==> config.mk <==
export PLATFORM = sky130hd
export DESIGN_NAME = jtx_link_startup
export DESIGN_NICKNAME = d
export VERILOG_FILES = /design/src/rtl/jtx_pkg.sv /design/src/rtl/jtx_phase_seq.sv /design/src/rtl/jtx_lane_mux.sv /design/src/rtl/jtx_link_startup.sv
export SDC_FILE = /design/constraint.sdc
export NUM_CORES = 1
export LEC_CHECK = 0
export BUFFER_PORTS_ARGS = -buffer_cell sky130_fd_sc_hd__buf_4
export CAP_MARGIN = 15
export CORE_AREA = 2 2 144 146
export DETAILED_ROUTE_END_ITERATION = 6
export DIE_AREA = 0 0 146 148
export PLACE_DENSITY_LB_ADDON = 0.2
export SETUP_SLACK_MARGIN = 0.3
export SYNTH_ARGS = -nofsm -noshare
export SYNTH_HDL_FRONTEND = slang
export SYNTH_SLANG_ARGS = --single-unit
==> constraint.sdc <==
create_clock -name clk -period 3.3 [get_ports clk]
set_input_delay 0 -clock clk [delete_from_list [all_inputs] [get_ports clk]]
set_output_delay 0 -clock clk [all_outputs]
set_load 0.05 [all_outputs]
==> src/rtl/jtx_pkg.sv <==
package jtx_pkg;

  typedef enum logic [1:0] {
    PH_CGS  = 2'd0,
    PH_ILAS = 2'd1,
    PH_DATA = 2'd2
  } phase_e;

  localparam logic [7:0] K_COMMA  = 8'hBC;
  localparam logic [7:0] K_RSTART = 8'h1C;
  localparam logic [7:0] K_ALIGN  = 8'h7C;
  localparam logic [7:0] K_QCFG   = 8'h9C;
  localparam int CFG_OCTETS = 14;
  localparam int CFG_BITS   = 8 * CFG_OCTETS;
  localparam int CFG_FIRST  = 2;

  typedef struct packed {
    logic [7:0] val;
    logic       isk;
  } octet_t;

  // Octet n (counted from the start of the alignment sequence) of one lane.
  function automatic octet_t ilas_octet(input int unsigned n,
                                        input int unsigned mfo,
                                        input logic [CFG_BITS-1:0] cfg);
    int unsigned mf;
    int unsigned pos;
    octet_t o;
    mf    = n / mfo;
    pos   = n % mfo;
    o.val = 8'(pos);
    o.isk = 1'b0;
    if (pos == 0) begin
      o.val = K_RSTART;
      o.isk = 1'b1;
    end else if (pos == mfo - 1) begin
      o.val = K_ALIGN;
      o.isk = 1'b1;
    end else if (mf == 1 && pos == 1) begin
      o.val = K_QCFG;
      o.isk = 1'b1;
    end else if (mf == 1 && pos >= CFG_FIRST && pos < CFG_FIRST + CFG_OCTETS) begin
      o.val = cfg[8*(pos-CFG_FIRST) +: 8];
    end
    return o;
  endfunction

endpackage

==> src/rtl/jtx_phase_seq.sv <==
module jtx_phase_seq
  import jtx_pkg::*;
#(
  parameter int ILAS_WORDS = 32,
  localparam int IDX_W = $clog2(ILAS_WORDS)
) (
  input  logic             clk,
  input  logic             rst_n,
  input  logic             sync_n,
  input  logic             mf_start,
  output phase_e           nxt_phase,
  output logic [IDX_W-1:0] nxt_idx,
  output phase_e           phase_q,
  output logic             data_start_q
);

  logic [IDX_W-1:0] idx_q;
  logic             ilas_last;
  logic             enter_data;

  assign ilas_last  = (phase_q == PH_ILAS) && (idx_q == IDX_W'(ILAS_WORDS - 1));
  assign enter_data = (phase_q == PH_ILAS) && (nxt_phase == PH_DATA);

  always_comb begin
    nxt_phase = phase_q;
    nxt_idx   = idx_q;
    if (!sync_n) begin
      nxt_phase = PH_CGS;
      nxt_idx   = '0;
    end else begin
      unique case (phase_q)
        PH_CGS: begin
          if (mf_start) begin
            nxt_phase = PH_ILAS;
            nxt_idx   = '0;
          end
        end
        PH_ILAS: begin
          if (ilas_last) nxt_phase = PH_DATA;
          else           nxt_idx   = idx_q + 1'b1;
        end
        default: ;
      endcase
    end
  end

  always_ff @(posedge clk or negedge rst_n) begin
    if (!rst_n) begin
      phase_q      <= PH_CGS;
      idx_q        <= '0;
      data_start_q <= 1'b0;
    end else begin
      phase_q      <= nxt_phase;
      idx_q        <= nxt_idx;
      data_start_q <= enter_data;
    end
  end

  a_r8_back_to_cgs: assert property (@(posedge clk) disable iff (!rst_n)
    !sync_n |=> phase_q == PH_CGS);

  a_r2_wait_boundary: assert property (@(posedge clk) disable iff (!rst_n)
    (phase_q == PH_CGS && !mf_start) |=> phase_q == PH_CGS);

  a_r2_start_on_boundary: assert property (@(posedge clk) disable iff (!rst_n)
    (phase_q == PH_CGS && sync_n && mf_start) |=> (phase_q == PH_ILAS && idx_q == '0));

  a_r9_pulse_on_entry: assert property (@(posedge clk) disable iff (!rst_n)
    data_start_q |-> (phase_q == PH_DATA && $past(phase_q) == PH_ILAS));

  a_r9_single_pulse: assert property (@(posedge clk) disable iff (!rst_n)
    data_start_q |=> !data_start_q);

endmodule

==> src/rtl/jtx_lane_mux.sv <==
module jtx_lane_mux
  import jtx_pkg::*;
#(
  parameter int MF_OCTETS = 32,
  parameter int IDX_W     = 5
) (
  input  logic                clk,
  input  logic                rst_n,
  input  phase_e              sel_phase,
  input  logic [IDX_W-1:0]    word_idx,
  input  logic [CFG_BITS-1:0] cfg,
  input  logic [31:0]         user,
  output logic [31:0]         data_q,
  output logic [3:0]          isk_q
);

  logic [7:0] nxt_val [4];
  logic       nxt_k   [4];

  for (genvar b = 0; b < 4; b++) begin : g_oct
    octet_t ilas_o;
    assign ilas_o     = ilas_octet(32'(word_idx) * 4 + b, MF_OCTETS, cfg);
    assign nxt_val[b] = (sel_phase == PH_CGS)  ? K_COMMA    :
                        (sel_phase == PH_ILAS) ? ilas_o.val : user[8*b +: 8];
    assign nxt_k[b]   = (sel_phase == PH_CGS) || ((sel_phase == PH_ILAS) && ilas_o.isk);
  end

  always_ff @(posedge clk or negedge rst_n) begin
    if (!rst_n) begin
      data_q <= {4{K_COMMA}};
      isk_q  <= 4'hF;
    end else begin
      for (int b = 0; b < 4; b++) begin
        data_q[8*b +: 8] <= nxt_val[b];
        isk_q[b]         <= nxt_k[b];
      end
    end
  end

  a_r7_user_flags_clear: assert property (@(posedge clk) disable iff (!rst_n)
    sel_phase == PH_DATA |=> (isk_q == 4'h0 && data_q == $past(user)));

endmodule

==> src/rtl/jtx_link_startup.sv <==
module jtx_link_startup
  import jtx_pkg::*;
#(
  parameter int LANES     = 2,
  parameter int MF_OCTETS = 32
) (
  input  logic                    clk,
  input  logic                    rst_n,
  input  logic                    sync_n,
  input  logic                    mf_start,
  input  logic [LANES*112-1:0]    cfg_octets,
  input  logic [LANES*32-1:0]     tx_user,
  output logic [LANES*32-1:0]     lane_data,
  output logic [LANES*4-1:0]      lane_isk,
  output logic [1:0]              link_phase,
  output logic                    data_start
);

  localparam int MF_WORDS   = MF_OCTETS / 4;
  localparam int ILAS_WORDS = 4 * MF_WORDS;
  localparam int IDX_W      = $clog2(ILAS_WORDS);

  phase_e           nxt_phase;
  phase_e           phase_q;
  logic [IDX_W-1:0] nxt_idx;

  jtx_phase_seq #(.ILAS_WORDS(ILAS_WORDS)) u_seq (
    .clk          (clk),
    .rst_n        (rst_n),
    .sync_n       (sync_n),
    .mf_start     (mf_start),
    .nxt_phase    (nxt_phase),
    .nxt_idx      (nxt_idx),
    .phase_q      (phase_q),
    .data_start_q (data_start)
  );

  assign link_phase = phase_q;

  for (genvar l = 0; l < LANES; l++) begin : g_lane
    jtx_lane_mux #(.MF_OCTETS(MF_OCTETS), .IDX_W(IDX_W)) u_lane (
      .clk       (clk),
      .rst_n     (rst_n),
      .sel_phase (nxt_phase),
      .word_idx  (nxt_idx),
      .cfg       (cfg_octets[CFG_BITS*l +: CFG_BITS]),
      .user      (tx_user[32*l +: 32]),
      .data_q    (lane_data[32*l +: 32]),
      .isk_q     (lane_isk[4*l +: 4])
    );
  end

  a_r1_comma_on_request: assert property (@(posedge clk) disable iff (!rst_n)
    !sync_n |=> (lane_data == {(LANES*4){K_COMMA}} && (&lane_isk)));

  a_r4_first_marker: assert property (@(posedge clk) disable iff (!rst_n)
    (link_phase == 2'd1 && $past(link_phase) == 2'd0) |-> (lane_data[7:0] == K_RSTART && lane_isk[0]));

  a_r7_data_no_flags: assert property (@(posedge clk) disable iff (!rst_n)
    link_phase == 2'd2 |-> lane_isk == '0);

  a_r9_phase_legal: assert property (@(posedge clk) disable iff (!rst_n)
    link_phase != 2'd3);

endmodule

==> results.md <==
| Item | This run | Unit |
|:---|:---|:---|
| Status | finished, final reports clean | - |
| Required time reported for the critical path endpoint | 3.54 | ns |
| Arrival time of data at the critical path endpoint | 3.16 | ns |
| RD Place Congestion | 0.8174 | - |
| Die span in y | 148 | um |
| Upper clock frequency limit | 342.1 | MHz |
| Proportion of netlist area held by the largest area contributor | 0.2339 | - |
| Placed wire-length estimate | 17820 | um |
| Total number of nets in the final design | 1242 | - |
| Cell class contributing the biggest share of worst-path delay | adder cells | - |
| Number of global-route vias before repair | 5963 | - |
| CTS tree | built | - |
| Buffers from clock root to sink, at most | 2 | - |
| Post-route ant nets | 0 | - |
| Cell types with the highest counts after synthesis | sky130_fd_sc_hd__a21oi_1 (63), sky130_fd_sc_hd__mux2i_1 (45), sky130_fd_sc_hd__dfstp_2 (44) | - |
| Clock insertion delay at the later pin of the skew report | 0.33 | ns |
| Ratio of cells with drive above 1 in the final layout | 0.5406 | - |
| Number of standard-cell rows in the floorplan | 52 | - |
| Total core area | 0.02004 | mm2 |
| Worst hold margin | 0.008888 | ns |
| Setup skew after layout | 0.008537 | ns |
| Number of placed I/O pins | 367 | - |
| Most instantiated flip-flop cell in the synthesis netlist | sky130_fd_sc_hd__dfstp_2 | - |
| Max Cap Violations | 0 | - |
| CP Cell Sequence | ha_2 > and3_4 > ha_4 > nor4b_2 > a211o_1 > and2_4 > inv_6 > ha_1 > ha_4 > a211oi_4 > nand2_1 > a31oi_2 > o211ai_1 | - |
| Power per cell area | 320.7 | mW/mm2 |
| Routed met1 length | 10060 | um |
| Die footprint | 0.02161 | mm2 |
| Router iterations before antenna repair | 6 | - |
| Inserted Diodes | 0 | - |
| Slowest Stage Delay on Critical Path | 0.42 | ns |
| Mean number of vias per cell | 4.738 | - |
| Root buffer cell | sky130_fd_sc_hd__clkbuf_16 | - |
| Worst path slowest cell | sky130_fd_sc_hd__dfrtp_1 | - |
| Highest fanout seen on the critical path | 11 | - |
| Sequential cell area fraction in the yosys report | 0.3959 | - |
| Distinct cell type count of the synthesized netlist | 57 | - |
| Endpoints failing hold | 0 | - |
| TNS Setup | 0 | ns |
| Worst setup path category | reg -> reg | - |
| Total Routed Length | 23510 | um |
| First-pass GRT wire length | 35380 | um |
| Number of buffer cells added on primary ports | 366 | - |
| Net count after synthesis | 783 | - |
| Number of clock buffers inserted by TritonCTS | 9 | - |
| Clock slew at the register clock pins of the worst setup and hold paths | 0.06 | ns |
| Synthesized cell area | 0.004942 | mm2 |
| FF+latch count, synth | 76 | - |
| Leading post-synthesis cells by cell area | sky130_fd_sc_hd__dfstp_2 (23%), sky130_fd_sc_hd__dfrtp_1 (16%), sky130_fd_sc_hd__mux4_2 (10%) | - |
| Effective utilization at floorplan | 0.2466 | - |
| Library cell with the highest instance count after synthesis | sky130_fd_sc_hd__a21oi_1 | - |
| Met2 routed wirelength | 12200 | um |
| Worst VDD drop | 0.1962 | mV |
| Crit path time final | 2.923 | ns |
| Biggest area consumer among synthesized cells | sky130_fd_sc_hd__dfstp_2 | - |
| Die W | 146 | um |
| Final setup fails | 0 | - |
| RSZ-0062 raised after global routing | false | - |
| GRT Overall Usage | 0.2114 | - |
| Static power due to leakage | 0.004235 | uW |
| Worst Tran Pin Value | 0.8460 | ns |
| Number of enable flip-flop cells after synthesis | 0 | - |
| Number of vias after detailed routing | 5776 | - |
| Hold Crit Class | in -> reg | - |
| Antenna violations before repair | 0 | - |
| First DRT Iteration DRCs | 229 | - |
| Fraction of registers with async set/reset | 1.000 | - |
| Critical Path Source Type | flip-flop | - |
| Warnings, synthesis | 0 | - |
| Total length of routed met3 wires | 969 | um |
| Count of filler cells inserted in the layout | 1909 | - |
| Buffers plus inverters on the worst setup path | 1 | - |
| Final Slew Violations | 0 | - |
| Max-slew headroom at the worst pin | 0.4360 | - |
| Routed len/inst | 19.28 | um |
| Cell count after synthesis | 485 | - |
| Pin count of the biggest net entering global routing | 63 | - |
| Deepest level of the CTS H-tree | 3 | - |
| Average footprint of a synthesized cell | 10.19 | um2 |
| Top layer reached by signal wires | met4 | - |
| Relative area change from synthesis to final layout | 90.56 | % |
| Crit path capture type | flip-flop | - |
| Most Frequent Cell on Critical Path | sky130_fd_sc_hd__ha_4 | - |
| Ratio of final minimum period to clock period | 0.8857 | - |
| DRC violation count after routing | 0 | - |
| Congestion Overflow GR | 0 | - |
| Share of the core filled with cells | 0.4700 | - |
| Clock sink count | 76 | - |
[layer usage]
metal | global-route usage | vias to the layer above
met5 | 0 | -
met4 | 0.05000 | 0
met3 | 0.03086 | 17
met2 | 0.3722 | 163
met1 | 0.2748 | 2842
li1 | - | 2754
[state kept, by name, summed over array words and instances, names as in the netlist]
| name | flops |
|---|---|
| g_lane.u_lane.data_q | 64 |
| u_seq.idx_q | 5 |
| g_lane.u_lane.isk_q | 4 |
| u_seq.phase_q | 2 |
| u_seq.data_start_q | 1 |
[through the flow]
stage | setup slack [ns] | instance area (um2) | instances | power (uW)
6_report | 0.3772 | 9418 | 1219 | 3020
4_1_cts | 0.3120 | 9349 | 1214 | 3058
3_3_place_gp | 0.3111 | 8122 | 1103 | 2002
2_1_floorplan | 0.1111 | 5092 | 485 | 1552
5_1_grt | 0.2806 | 9418 | 1219 | 3168
3_5_place_dp | 0.2089 | 8122 | 1103 | 2006
[repair_timing]
item	4_1_cts	5_1_grt
pin swaps	0	1
setup endpoints to repair	8	19
hold buffers	94	0
buffers inserted	1	5
gates resized for setup	3	8
hold endpoints to repair	92	0
[cell type report]
class	instances	area, um2	share of cell area
multi-input cells	359	2867	0.3044
clock buffers	11	232.7	0.02471
well taps	270	337.8	0.03587
inverters	9	43.79	0.004650
flip-flops and latches	76	1957	0.2078
clock inverters	5	36.28	0.003853
repair buffers	489	3944	0.4188
[power breakdown]
| group | switching [uW] | internal, uW |
|---|---|---|
| logic | 521 | 536 |
| clock network | 414 | 514 |
| registers | 20.9 | 1010 |
| total | 956 | 2060 |
[logic make-up after synthesis]
group,after synthesis,synth area share
and+or+nand+nor,109,0.1084
AOI/OAI and AO/OA,175,0.2311
buffers and inverters,50,0.05342
adders and majority gates,6,0.01519
DFF,76,0.3960
muxes,69,0.1959
[cells in the final DEF, fill, tap and decap left out, drive strengths merged, types with 7 or more instances in the layout]
cell,count
clkbuf,11
a211oi,13
a21oi,63
dfstp,44
mux4,22
dfrtp,32
o211ai,7
mux2i,45
inv,9
a221o,14
nor2,39
nand2,38
a22o,9
buf,395
a221oi,8
dlygate4sd3,94
o21ai,36
[worst paths after layout]
| path | end | cells after the start | slack (ns) | start |
|---|---|---|---|---|
| max in group asynchronous | g_lane[0].u_lane.data_q[27]$_DFF_PN1_ | 3 | 2.17 | rst_n |
| setup / recovery | g_lane[0].u_lane.data_q[3]$_DFF_PN1_ | 13 | 0.38 | u_seq.idx_q[0]$_DFF_PN0_ |
| setup reg to reg | g_lane[0].u_lane.data_q[3]$_DFF_PN1_ | 13 | 0.38 | u_seq.idx_q[0]$_DFF_PN0_ |
| hold reg to reg | u_seq.phase_q[0]$_DFF_PN0_ | 2 | 0.65 | u_seq.phase_q[0]$_DFF_PN0_ |
| min in group asynchronous | g_lane[1].u_lane.data_q[14]$_DFF_PN0_ | 2 | 0.33 | rst_n |
| hold / removal | g_lane[1].u_lane.data_q[13]$_DFF_PN1_ | 3 | 0.009 | cfg_octets[173] |
[worst reg2reg max path, cell delays in order, from the launching register on]
cell and delay, ns:
sky130_fd_sc_hd__dfrtp_1 0.42, sky130_fd_sc_hd__ha_2 0.19, sky130_fd_sc_hd__and3_4 0.15, sky130_fd_sc_hd__ha_4 0.19
sky130_fd_sc_hd__nor4b_2 0.27, sky130_fd_sc_hd__a211o_1 0.14, sky130_fd_sc_hd__and2_4 0.22, sky130_fd_sc_hd__inv_6 0.06
sky130_fd_sc_hd__ha_1 0.24, sky130_fd_sc_hd__ha_4 0.19, sky130_fd_sc_hd__a211oi_4 0.23, sky130_fd_sc_hd__nand2_1 0.15
sky130_fd_sc_hd__a31oi_2 0.26, sky130_fd_sc_hd__o211ai_1 0.12
Power figures use the tool's default switching activity.
